`src/rtl/lcdsif_pkg.sv`:
```
package lcdsif_pkg;

  typedef enum logic [1:0] {
    XF_IDLE  = 2'd0,
    XF_WRITE = 2'd1,
    XF_READ  = 2'd2
  } xfer_e;

  // first bit of a section inside the flat segment register
  function automatic int sec_base(input int s, input int first_len, input int rest_len);
    return (s == 0) ? 0 : first_len + (s - 1) * rest_len;
  endfunction

  // number of segment bits a section carries
  function automatic int sec_len(input int s, input int first_len, input int rest_len);
    return (s == 0) ? first_len : rest_len;
  endfunction

  function automatic xfer_e decode_addr(input logic [7:0] a, input logic [7:0] wr,
                                        input logic [7:0] rd);
    if (a == wr) return XF_WRITE;
    if (a == rd) return XF_READ;
    return XF_IDLE;
  endfunction

endpackage

```
`src/rtl/sif_pin_sync.sv`:
```
module sif_pin_sync (
  input  logic clk,
  input  logic rst_n,
  input  logic ce,
  input  logic sck,
  input  logic sdi,
  output logic ce_lvl,
  output logic ce_rise,
  output logic ce_fall,
  output logic sck_rise,
  output logic sck_fall,
  output logic sdi_s
);
  logic ce_q, ce_qq, sck_q, sck_qq, sdi_q;

  always_ff @(posedge clk or negedge rst_n) begin
    if (!rst_n) begin
      ce_q   <= 1'b0;
      ce_qq  <= 1'b0;
      sck_q  <= 1'b0;
      sck_qq <= 1'b0;
      sdi_q  <= 1'b0;
    end else begin
      ce_q   <= ce;
      ce_qq  <= ce_q;
      sck_q  <= sck;
      sck_qq <= sck_q;
      sdi_q  <= sdi;
    end
  end

  assign ce_lvl   = ce_q;
  assign ce_rise  = ce_q & ~ce_qq;
  assign ce_fall  = ~ce_q & ce_qq;
  assign sck_rise = sck_q & ~sck_qq;
  assign sck_fall = ~sck_q & sck_qq;
  assign sdi_s    = sdi_q;
endmodule

```
`src/rtl/sif_frame_rx.sv`:
```
module sif_frame_rx
  import lcdsif_pkg::*;
#(
  parameter int          FRAME_BITS = 56,
  parameter logic [7:0]  WR_ADDR    = 8'h42,
  parameter logic [7:0]  RD_ADDR    = 8'h43,
  localparam int         CNT_W      = $clog2(FRAME_BITS + 2)
) (
  input  logic                  clk,
  input  logic                  rst_n,
  input  logic                  ce_lvl,
  input  logic                  ce_rise,
  input  logic                  ce_fall,
  input  logic                  sck_rise,
  input  logic                  sdi_s,
  output xfer_e                 mode,
  output logic [FRAME_BITS-1:0] frame,
  output logic [CNT_W-1:0]      bit_cnt,
  output logic                  wr_commit,
  output logic                  rd_done
);
  localparam logic [CNT_W-1:0] CNT_MAX  = CNT_W'(FRAME_BITS + 1);
  localparam logic [CNT_W-1:0] CNT_FULL = CNT_W'(FRAME_BITS);

  logic [7:0] addr_q;

  always_ff @(posedge clk or negedge rst_n) begin
    if (!rst_n) begin
      mode    <= XF_IDLE;
      addr_q  <= '0;
      frame   <= '0;
      bit_cnt <= '0;
    end else if (ce_rise) begin
      mode    <= decode_addr(addr_q, WR_ADDR, RD_ADDR);
      bit_cnt <= '0;
    end else if (ce_fall) begin
      mode <= XF_IDLE;
    end else if (sck_rise) begin
      if (ce_lvl) begin
        if (bit_cnt != CNT_MAX) bit_cnt <= bit_cnt + 1'b1;
        if (mode == XF_WRITE) frame <= {sdi_s, frame[FRAME_BITS-1:1]};
      end else begin
        addr_q <= {sdi_s, addr_q[7:1]};
      end
    end
  end

  assign wr_commit = ce_fall && (mode == XF_WRITE) && (bit_cnt == CNT_FULL);
  assign rd_done   = ce_fall && (mode == XF_READ);
endmodule

```
`src/rtl/sif_reg_bank.sv`:
```
module sif_reg_bank
  import lcdsif_pkg::*;
#(
  parameter int  FRAME_BITS = 56,
  parameter int  SEC0_BITS  = 44,
  parameter int  SEC_BITS   = 40,
  parameter int  NUM_SEC    = 4,
  localparam int DISP_BITS  = SEC0_BITS + (NUM_SEC - 1) * SEC_BITS,
  localparam int SEL_W      = $clog2(NUM_SEC),
  localparam int SEL_POS    = FRAME_BITS - SEL_W,
  localparam int CTRL_POS   = SEC0_BITS + 2
) (
  input  logic                  clk,
  input  logic                  rst_n,
  input  logic                  commit,
  input  logic [FRAME_BITS-1:0] frame,
  output logic [DISP_BITS-1:0]  disp_o,
  output logic [7:0]            ctrl_o
);
  logic [SEL_W-1:0] sel;

  // first selector bit sent is the most significant one
  always_comb begin
    for (int j = 0; j < SEL_W; j++) sel[SEL_W-1-j] = frame[SEL_POS+j];
  end

  for (genvar s = 0; s < NUM_SEC; s++) begin : g_sec
    localparam int BASE = sec_base(s, SEC0_BITS, SEC_BITS);
    localparam int LEN  = sec_len(s, SEC0_BITS, SEC_BITS);
    logic [LEN-1:0] seg_q;

    always_ff @(posedge clk or negedge rst_n) begin
      if (!rst_n)                                 seg_q <= '0;
      else if (commit && sel == SEL_W'(s))        seg_q <= frame[LEN-1:0];
    end

    assign disp_o[BASE +: LEN] = seg_q;
  end

  // control byte: S0 S1 K0 K1 P0 P1 SC DR at bit 0..7
  always_ff @(posedge clk or negedge rst_n) begin
    if (!rst_n)                       ctrl_o <= 8'h40;
    else if (commit && sel == '0)     ctrl_o <= frame[CTRL_POS +: 8];
  end
endmodule

```
`src/rtl/sif_key_tx.sv`:
```
module sif_key_tx #(
  parameter int KEYS = 30
) (
  input  logic            clk,
  input  logic            rst_n,
  input  logic            load,
  input  logic            shift,
  input  logic [KEYS-1:0] key_i,
  input  logic            sa_i,
  output logic            sdo
);
  logic [KEYS:0] sreg;

  always_ff @(posedge clk or negedge rst_n) begin
    if (!rst_n)     sreg <= '0;
    else if (load)  sreg <= {sa_i, key_i};
    else if (shift) sreg <= {1'b0, sreg[KEYS:1]};
  end

  assign sdo = sreg[0];
endmodule

```
`src/rtl/lcd_serial_if.sv`:
```
module lcd_serial_if
  import lcdsif_pkg::*;
#(
  parameter int          KEYS       = 30,
  parameter int          FRAME_BITS = 56,
  parameter int          SEC0_BITS  = 44,
  parameter int          SEC_BITS   = 40,
  parameter int          NUM_SEC    = 4,
  parameter logic [7:0]  WR_ADDR    = 8'h42,
  parameter logic [7:0]  RD_ADDR    = 8'h43,
  localparam int         DISP_BITS  = SEC0_BITS + (NUM_SEC - 1) * SEC_BITS,
  localparam int         CNT_W      = $clog2(FRAME_BITS + 2)
) (
  input  logic                 clk,
  input  logic                 rst_n,
  input  logic                 ce,
  input  logic                 sck,
  input  logic                 sdi,
  input  logic [KEYS-1:0]      key_i,
  output logic                 sdo,
  output logic                 sdo_oe,
  output logic                 key_read_done,
  output logic [DISP_BITS-1:0] disp_o,
  output logic [1:0]           sleep_mode_o,
  output logic [1:0]           key_mode_o,
  output logic [1:0]           port_mode_o,
  output logic                 seg_off_o,
  output logic                 half_bias_o,
  output logic                 sleep_o
);
  logic ce_lvl, ce_rise, ce_fall, sck_rise, sck_fall, sdi_s;
  xfer_e                 mode;
  logic [FRAME_BITS-1:0] frame;
  logic [CNT_W-1:0]      bit_cnt;
  logic                  wr_commit;
  logic [7:0]            ctrl;
  logic                  key_shift;

  sif_pin_sync u_sync (
    .clk(clk), .rst_n(rst_n), .ce(ce), .sck(sck), .sdi(sdi),
    .ce_lvl(ce_lvl), .ce_rise(ce_rise), .ce_fall(ce_fall),
    .sck_rise(sck_rise), .sck_fall(sck_fall), .sdi_s(sdi_s)
  );

  sif_frame_rx #(.FRAME_BITS(FRAME_BITS), .WR_ADDR(WR_ADDR), .RD_ADDR(RD_ADDR)) u_rx (
    .clk(clk), .rst_n(rst_n), .ce_lvl(ce_lvl), .ce_rise(ce_rise), .ce_fall(ce_fall),
    .sck_rise(sck_rise), .sdi_s(sdi_s), .mode(mode), .frame(frame),
    .bit_cnt(bit_cnt), .wr_commit(wr_commit), .rd_done(key_read_done)
  );

  sif_reg_bank #(.FRAME_BITS(FRAME_BITS), .SEC0_BITS(SEC0_BITS), .SEC_BITS(SEC_BITS),
                 .NUM_SEC(NUM_SEC)) u_regs (
    .clk(clk), .rst_n(rst_n), .commit(wr_commit), .frame(frame),
    .disp_o(disp_o), .ctrl_o(ctrl)
  );

  // a falling SCK advances only after a rising SCK of the same read
  assign key_shift = sck_fall && (mode == XF_READ) && (bit_cnt != '0);

  sif_key_tx #(.KEYS(KEYS)) u_tx (
    .clk(clk), .rst_n(rst_n), .load(ce_rise), .shift(key_shift),
    .key_i(key_i), .sa_i(sleep_o), .sdo(sdo)
  );

  assign sdo_oe       = (mode == XF_READ);
  assign sleep_mode_o = ctrl[1:0];
  assign key_mode_o   = ctrl[3:2];
  assign port_mode_o  = ctrl[5:4];
  assign seg_off_o    = ctrl[6];
  assign half_bias_o  = ctrl[7];
  assign sleep_o      = |ctrl[1:0];
endmodule

```
`config.mk`:
```
export PLATFORM = sky130hd
export DESIGN_NAME = lcd_serial_if
export DESIGN_NICKNAME = d
export VERILOG_FILES = /design/src/rtl/lcdsif_pkg.sv /design/src/rtl/sif_pin_sync.sv /design/src/rtl/sif_frame_rx.sv /design/src/rtl/sif_reg_bank.sv /design/src/rtl/sif_key_tx.sv /design/src/rtl/lcd_serial_if.sv
export SDC_FILE = /design/constraint.sdc
export NUM_CORES = 1
export LEC_CHECK = 0
export ABC_AREA = 0
export BUFFER_PORTS_ARGS = -buffer_cell sky130_fd_sc_hd__buf_2
export CAP_MARGIN = 25
export CORE_MARGIN = 5
export CORE_UTILIZATION = 45
export DETAILED_ROUTE_END_ITERATION = 8
export PLACE_DENSITY = 0.7
export SYNTH_ARGS = -nofsm -noshare
export SYNTH_HDL_FRONTEND = slang
export SYNTH_SLANG_ARGS = --single-unit
export TNS_END_PERCENT = 50
```
`constraint.sdc`:
```
create_clock -name clk -period 1.8 [get_ports clk]
set_input_delay 0.27 -clock clk [delete_from_list [all_inputs] [get_ports clk]]
set_output_delay 0.27 -clock clk [all_outputs]
set_load 0.1 [all_outputs]
```
Word level (Yosys, flattened, before mapping) --
Cells that the tools add are included.
Operators by class: equal/unequal tests 10, reductions and logical operators 20, multiplexer cells 18, bitwise operators 10, add/sub/neg operators 1
Operators with widths (count):
- $mux 31 | 2
- $mux 6 | 5
- $eq 8x7->1 const B | 2
- $mux 2 | 6
- $reduce_bool 2->1 | 5
- $logic_and 1x1->1 | 9
- $reduce_and 4->1 | 2
- $add 6x1->6 const B | 1
- $eq 2x2->1 const B | 3
- $eq 6x6->1 const B | 1
- $ne 6x6->1 const B | 1
- $not 1->1 | 6
- $reduce_bool 6->1 | 1
- $mux 1 | 5
- $reduce_and 5->1 | 1
- $and 1x1->1 | 4
- $eq 2x1->1 const B | 2
- $logic_not 2->1 | 1
- $ne 2x2->1 const B | 1
- $reduce_or 2->1 | 1
Word-level totals: input bits 35, bits in registers 280, output and inout bits 176, word-level logic and storage cells 74

Depth between registers and ports, before layout --
depth in word-level cells 8, depth in mapped cells 7, gate-level depth less buffers 6

By module --
A second synthesis with hierarchy kept.
Unflattened totals: cells, all modules 704, area, all modules 11108.2 um^2
Modules (own cells, without submodules):
- sif_reg_bank | times used 1, cells an instance 365, area an instance 6397.4 um^2, sequential area each 4305.4 um^2
- sif_frame_rx | times used 1, cells an instance 191, area an instance 3052.9 um^2, sequential area each 1801.7 um^2
- sif_key_tx | times used 1, cells an instance 135, area an instance 1467.7 um^2, sequential area each 775.7 um^2
- sif_pin_sync | times used 1, cells an instance 9, area an instance 160.2 um^2, sequential area each 125.1 um^2
- lcd_serial_if | times used 1, cells an instance 4, area an instance 30.0 um^2, sequential area each 0.0 um^2

Least setup slack after synthesis --
OpenSTA, ideal clock, no wires.
path type reg-to-output, start point register u_rx.mode[0], end point output key_read_done, stages on the path, launching flop included 3, path buffers 0, required time 1530 ps, data arrival time 2665 ps, slack -1135 ps, path through dfrtp_1 -> nor2b_1 -> and2_1
On the way: longest elaborated chain between the ends 2
Ends and longest elaborated chain:
- start: declaration | line sif_frame_rx.sv:16 | output xfer_e mode,
- start signal: assignment | line sif_frame_rx.sv:34 | mode <= decode_addr(addr_q, WR_ADDR, RD_ADDR);
- $eq 2x2->1
- named net sdo_oe | line lcd_serial_if.sv:21 | output logic sdo_oe,
- $logic_and 1x1->1 | line sif_frame_rx.sv:49 | assign rd_done = ce_fall && (mode == XF_READ);
- end: declaration | line lcd_serial_if.sv:22 | output logic key_read_done,
The timed path passes the listed nets, and every way through them passes these cells.

Final worst setup path --
start point register u_rx.bit_cnt[3], end point register u_tx.sreg[8]
On the way: longest elaborated chain between the ends 3
Ends and longest elaborated chain:
- start: declaration | line sif_frame_rx.sv:18 | output logic [CNT_W-1:0] bit_cnt,
- start signal: assignment | line sif_frame_rx.sv:40 | if (bit_cnt != CNT_MAX) bit_cnt <= bit_cnt + 1'b1;
- $reduce_bool 6->1 | line lcd_serial_if.sv:58 | assign key_shift = sck_fall && (mode == XF_READ) && (bit_cnt != '0);
- $logic_and 1x1->1 | line lcd_serial_if.sv:58
- $reduce_bool 2->1 (no line)
- end signal: assignment | line sif_key_tx.sv:16 | else if (load) sreg <= {sa_i, key_i};
- end signal: assignment | line sif_key_tx.sv:17 | else if (shift) sreg <= {1'b0, sreg[KEYS:1]};
- end: declaration | line sif_key_tx.sv:12 | logic [KEYS:0] sreg;
No other way between the ends. A chain may end at the register's enable or synchronous reset.

==> impl_metrics.json <==
{
  "ant_nets": 0,
  "use_met2_pct": 30.1,
  "gp_congestion": 0.736,
  "synth-simple-area-share_pct": 5.44,
  "clockRootBuffer": "clkbuf_16",
  "regArea_sq_um": 7010,
  "start_kind": "flop",
  "gr-total-overflow": 0,
  "power_frac_clock_pct": 43.0,
  "startpoint": "u_rx.bit_cnt[3]",
  "p_sw_share_pct": 22.5,
  "synth.distinct_cells": 42,
  "clk_path_buf_depth": 3,
  "cell_internal_pwr_mw": 10.1,
  "critPathTopFamily": "simple AND/OR/NAND/NOR gates",
  "final_layout_size_suffix_gt1_share_pct": 58.2,
  "drt-pass1-iter-count": 4,
  "ys_warn_count": 0,
  "vias": 7210,
  "setup_tns_ns": -7.66,
  "r2r-end": "u_tx.sreg[8]",
  "dp_hpwl_um": 15300,
  "p_sw_mw": 2.93,
  "multiInputGateArea_sq_um": 4630,
  "grt_pass1_vias": 7422,
  "drt-total-wl_um": 28000,
  "ff2ff_path_depth": 6,
  "slew_headroom_pct": 64.7,
  "synthFlopType": "dfrtp_1",
  "ios": 211,
  "routedWlPerCell_um": 20.0,
  "cts_inserted_buffers": 29,
  "fill_cells": 1797,
  "met1_usage_pct": 24.5,
  "cellPowerDensity_nw_per_um2": 841,
  "required_ns": 2.21,
  "max_stage_delay_ns": 0.55,
  "yosys.area.top_type": "dfrtp_1",
  "p_leak_nw": 8.07,
  "ir_drop_mv": 0.746,
  "die_x_um": 166,
  "power_mw": 13.0,
  "synth_edf_count": 0,
  "start_util_pct": 45.4,
  "worst-path-stages": 6,
  "clk_pin_slew_ns": 0.06,
  "final_cells": 1398,
  "h-tree-depth": 1,
  "cts_tree": "built",
  "die-area_sq_um": 27700,
  "critical_path_class": "reg -> reg",
  "grt_usage_pct": 17.9,
  "hold_viol": 0,
  "ys_async_sr_fraction_pct": 100,
  "maxSlewViolCount": 0,
  "min_path_type": "in -> reg",
  "nets": 1094,
  "netlist.area_leader.share_pct": 63.4,
  "fmax_ghz": 0.525,
  "fin_util_pct": 63.9,
  "power_frac_comb_pct": 6.5,
  "crit_top_cell": "a21oi_2",
  "r2r_start": "u_rx.bit_cnt[3]",
  "rsz0062_at_grt": "true",
  "viasPerCell": 5.16,
  "ys_seq_area_share_pct": 63.6,
  "holdWs_ns": 0.00671,
  "grt_util_met3_pct": 3.37,
  "period_share_pct": 106,
  "grt_busiest_layer": "met2",
  "critPathCapture": "u_tx.sreg[8]",
  "cp.arrival_ns": 2.32,
  "r2r_slack_ns": -0.10,
  "synth-compound-area-share_pct": 3.51,
  "finClkSkew_ns": 0.0195,
  "syn_area_per_cell_sq_um": 14.8,
  "drv_cap": 0,
  "worst_pin_slew_ns": 0.534,
  "fp-row-count": 57,
  "synth_seq_cells": 280,
  "synth.cell_area_sq_um": 11000,
  "cp_max_fo": 8,
  "clk_latency_ns": 0.54,
  "period_minus_slack_ns": 1.90,
  "crit_buf_inv": 2,
  "syn_inst": 746,
  "drc": 0,
  "antenna_found_initial": 0,
  "violations": "negative setup slack",
  "synth_area_leaders": "dfrtp_1 63%, mux2_2 24%, a21oi_1 2.8%, nor2b_1 1.9%, nand2_1 1.3%",
  "syn_to_final_growth_pct": 40.5,
  "grt_pass1_wl_um": 41300,
  "dp.cells": 1280,
  "synth_xor_area_share_pct": 0,
  "drt_iter0_drc": 434,
  "layout_setup_ws_ns": -0.103,
  "status": "finished, violations left",
  "synth_top_family_by_area": "multiplexers",
  "grt_start_max_net_pins": 72,
  "seq_power_share_pct": 50.5,
  "core_sq_um": 24200,
  "synthAdderAreaFrac_pct": 0.681,
  "diodes": 0,
  "cpMaxStageDelayCell": "or4_4",
  "fp.dieH_um": 166,
  "synthesis.nets": 787,
  "cts_num_sinks": 280,
  "path_cells": "buf_6 > or4_4 > o21a_4 > clkbuf_16 > a21oi_2 > a21oi_2",
  "synth_mux_area_share_pct": 24.4,
  "finalSetupViolCount": 192,
  "end_kind": "flop",
  "io_buffers": 210
}
==> how the worst min path moves through the flow <==
stage | slack (ns) | depth (start not counted) | start | to
floorplan | -0.03 | 0 | rst_n | u_regs.ctrl_o[0]
detailed placement | 0.18 | 1 | rst_n | u_rx.mode[0]
global placement | 0.17 | 1 | rst_n | u_rx.mode[0]
CTS | 0.002 | 3 | key_i[21] | u_tx.sreg[21]
global route | 0.006 | 3 | key_i[21] | u_tx.sreg[21]
finish | 0.007 | 3 | key_i[21] | u_tx.sreg[21]
==> tightest hold or removal path, delay by kind of cell <==
kind | cells | cell delay (ns)
AOI/OAI and AO/OA | 1 | 0.10
buffers and inverters | 1 | 0.07
and+or+nand+nor | 1 | 0.05
==> layer usage <==
metal	wire [um]	share of wire, %
met5	0	0
met4	373	1.3
met3	1310	4.7
met2	13700	49
met1	12600	45
==> flip-flops by register name, indices dropped and copies added, names as in the netlist, 2 cells and up <==
signal              flops
u_tx.sreg              31
u_regs.ctrl_o           8
u_rx.bit_cnt            6
u_rx.mode               2
u_regs.g_sec.seg_q    164
u_rx.frame             56
u_rx.addr_q             8
==> logic make-up (layout without fill, tap and decap cells) <==
| group | count (synthesis) | after routing |
|---|---|---|
| compound gates | 73 | 73 |
| flops | 280 | 280 |
| buf+inv | 44 | 372 |
| simple gates | 104 | 104 |
| mux | 239 | 239 |
| fa+ha+maj | 6 | 6 |
==> cells in the final DEF, fill, tap and decap left out, types with 4 or more instances in the layout <==
cell and instances:
dfrtp_1 279, buf_2 205, mux2_4 157, mux2_2 79, nand2_1 39, clkbuf_16 39, a21oi_2 36, nor2b_1 33
dlygate4sd3_1 32, buf_4 26, buf_12 24, a21oi_1 18, buf_6 13, clkbuf_1 10, a21oi_4 7, clkbuf_8 6
o21ai_0 5, nor2_1 4, nand3_1 4, clkinv_2 4
==> final cells by class <==
cell class | instances | share of cell area (%)
clock buffer | 45 | 5.46
clock inverter | 7 | 0.291
sequential | 280 | 45.3
timing repair buffer | 315 | 16.3
inverter | 5 | 0.121
tap | 324 | 2.62
multi-input combinational | 422 | 29.9
==> power by group through the flow <==
stage / logic (mW) / registers, mW / clock network [mW]
6_report: 0.841 / 6.58 / 5.60
2_1_floorplan: 0.295 / 6.68 / 0
3_5_place_dp: 0.672 / 6.66 / 0
3_3_place_gp: 0.658 / 6.66 / 0
5_1_grt: 0.938 / 6.59 / 6.04
4_1_cts: 0.760 / 6.55 / 5.73
==> synth_stat cells (2+ instances only) <==
cell type and number:
buf_6 9, nor2b_1 34, inv_1 5, buf_1 2
mux2_1 6, nor3_1 2, nand2_1 39, ha_1 6
mux2_2 230, a221o_1 2, nand4_1 2, nor2_1 4
mux2i_1 3, and4b_1 2, buf_4 4, a21oi_1 61
and3_1 3, clkbuf_1 11, dfrtp_1 279, nand3_1 4
buf_2 13, o21ai_0 5
==> through the flow <==
| stage | cell area (sq um) | setup slack, ns |
|---|---|---|
| 3_5_place_dp | 12800 | -0.129 |
| 3_3_place_gp | 12800 | -0.0718 |
| 4_1_cts | 14600 | -0.103 |
| 6_report | 15500 | -0.103 |
| 2_1_floorplan | 11000 | -0.0349 |
| 5_1_grt | 15500 | -0.160 |
==> what timing repair did <==
item                                    in CTS  in global routing
pin swaps                                    4                 52
hold buffers                                32                  0
cloned                                       7                 12
setup buffers                               15                  6
hold endpoints to repair                   225                  0
gates resized for setup                     77                177
endpoints found under the setup margin     236                268
Power figures use the tool's default switching activity.
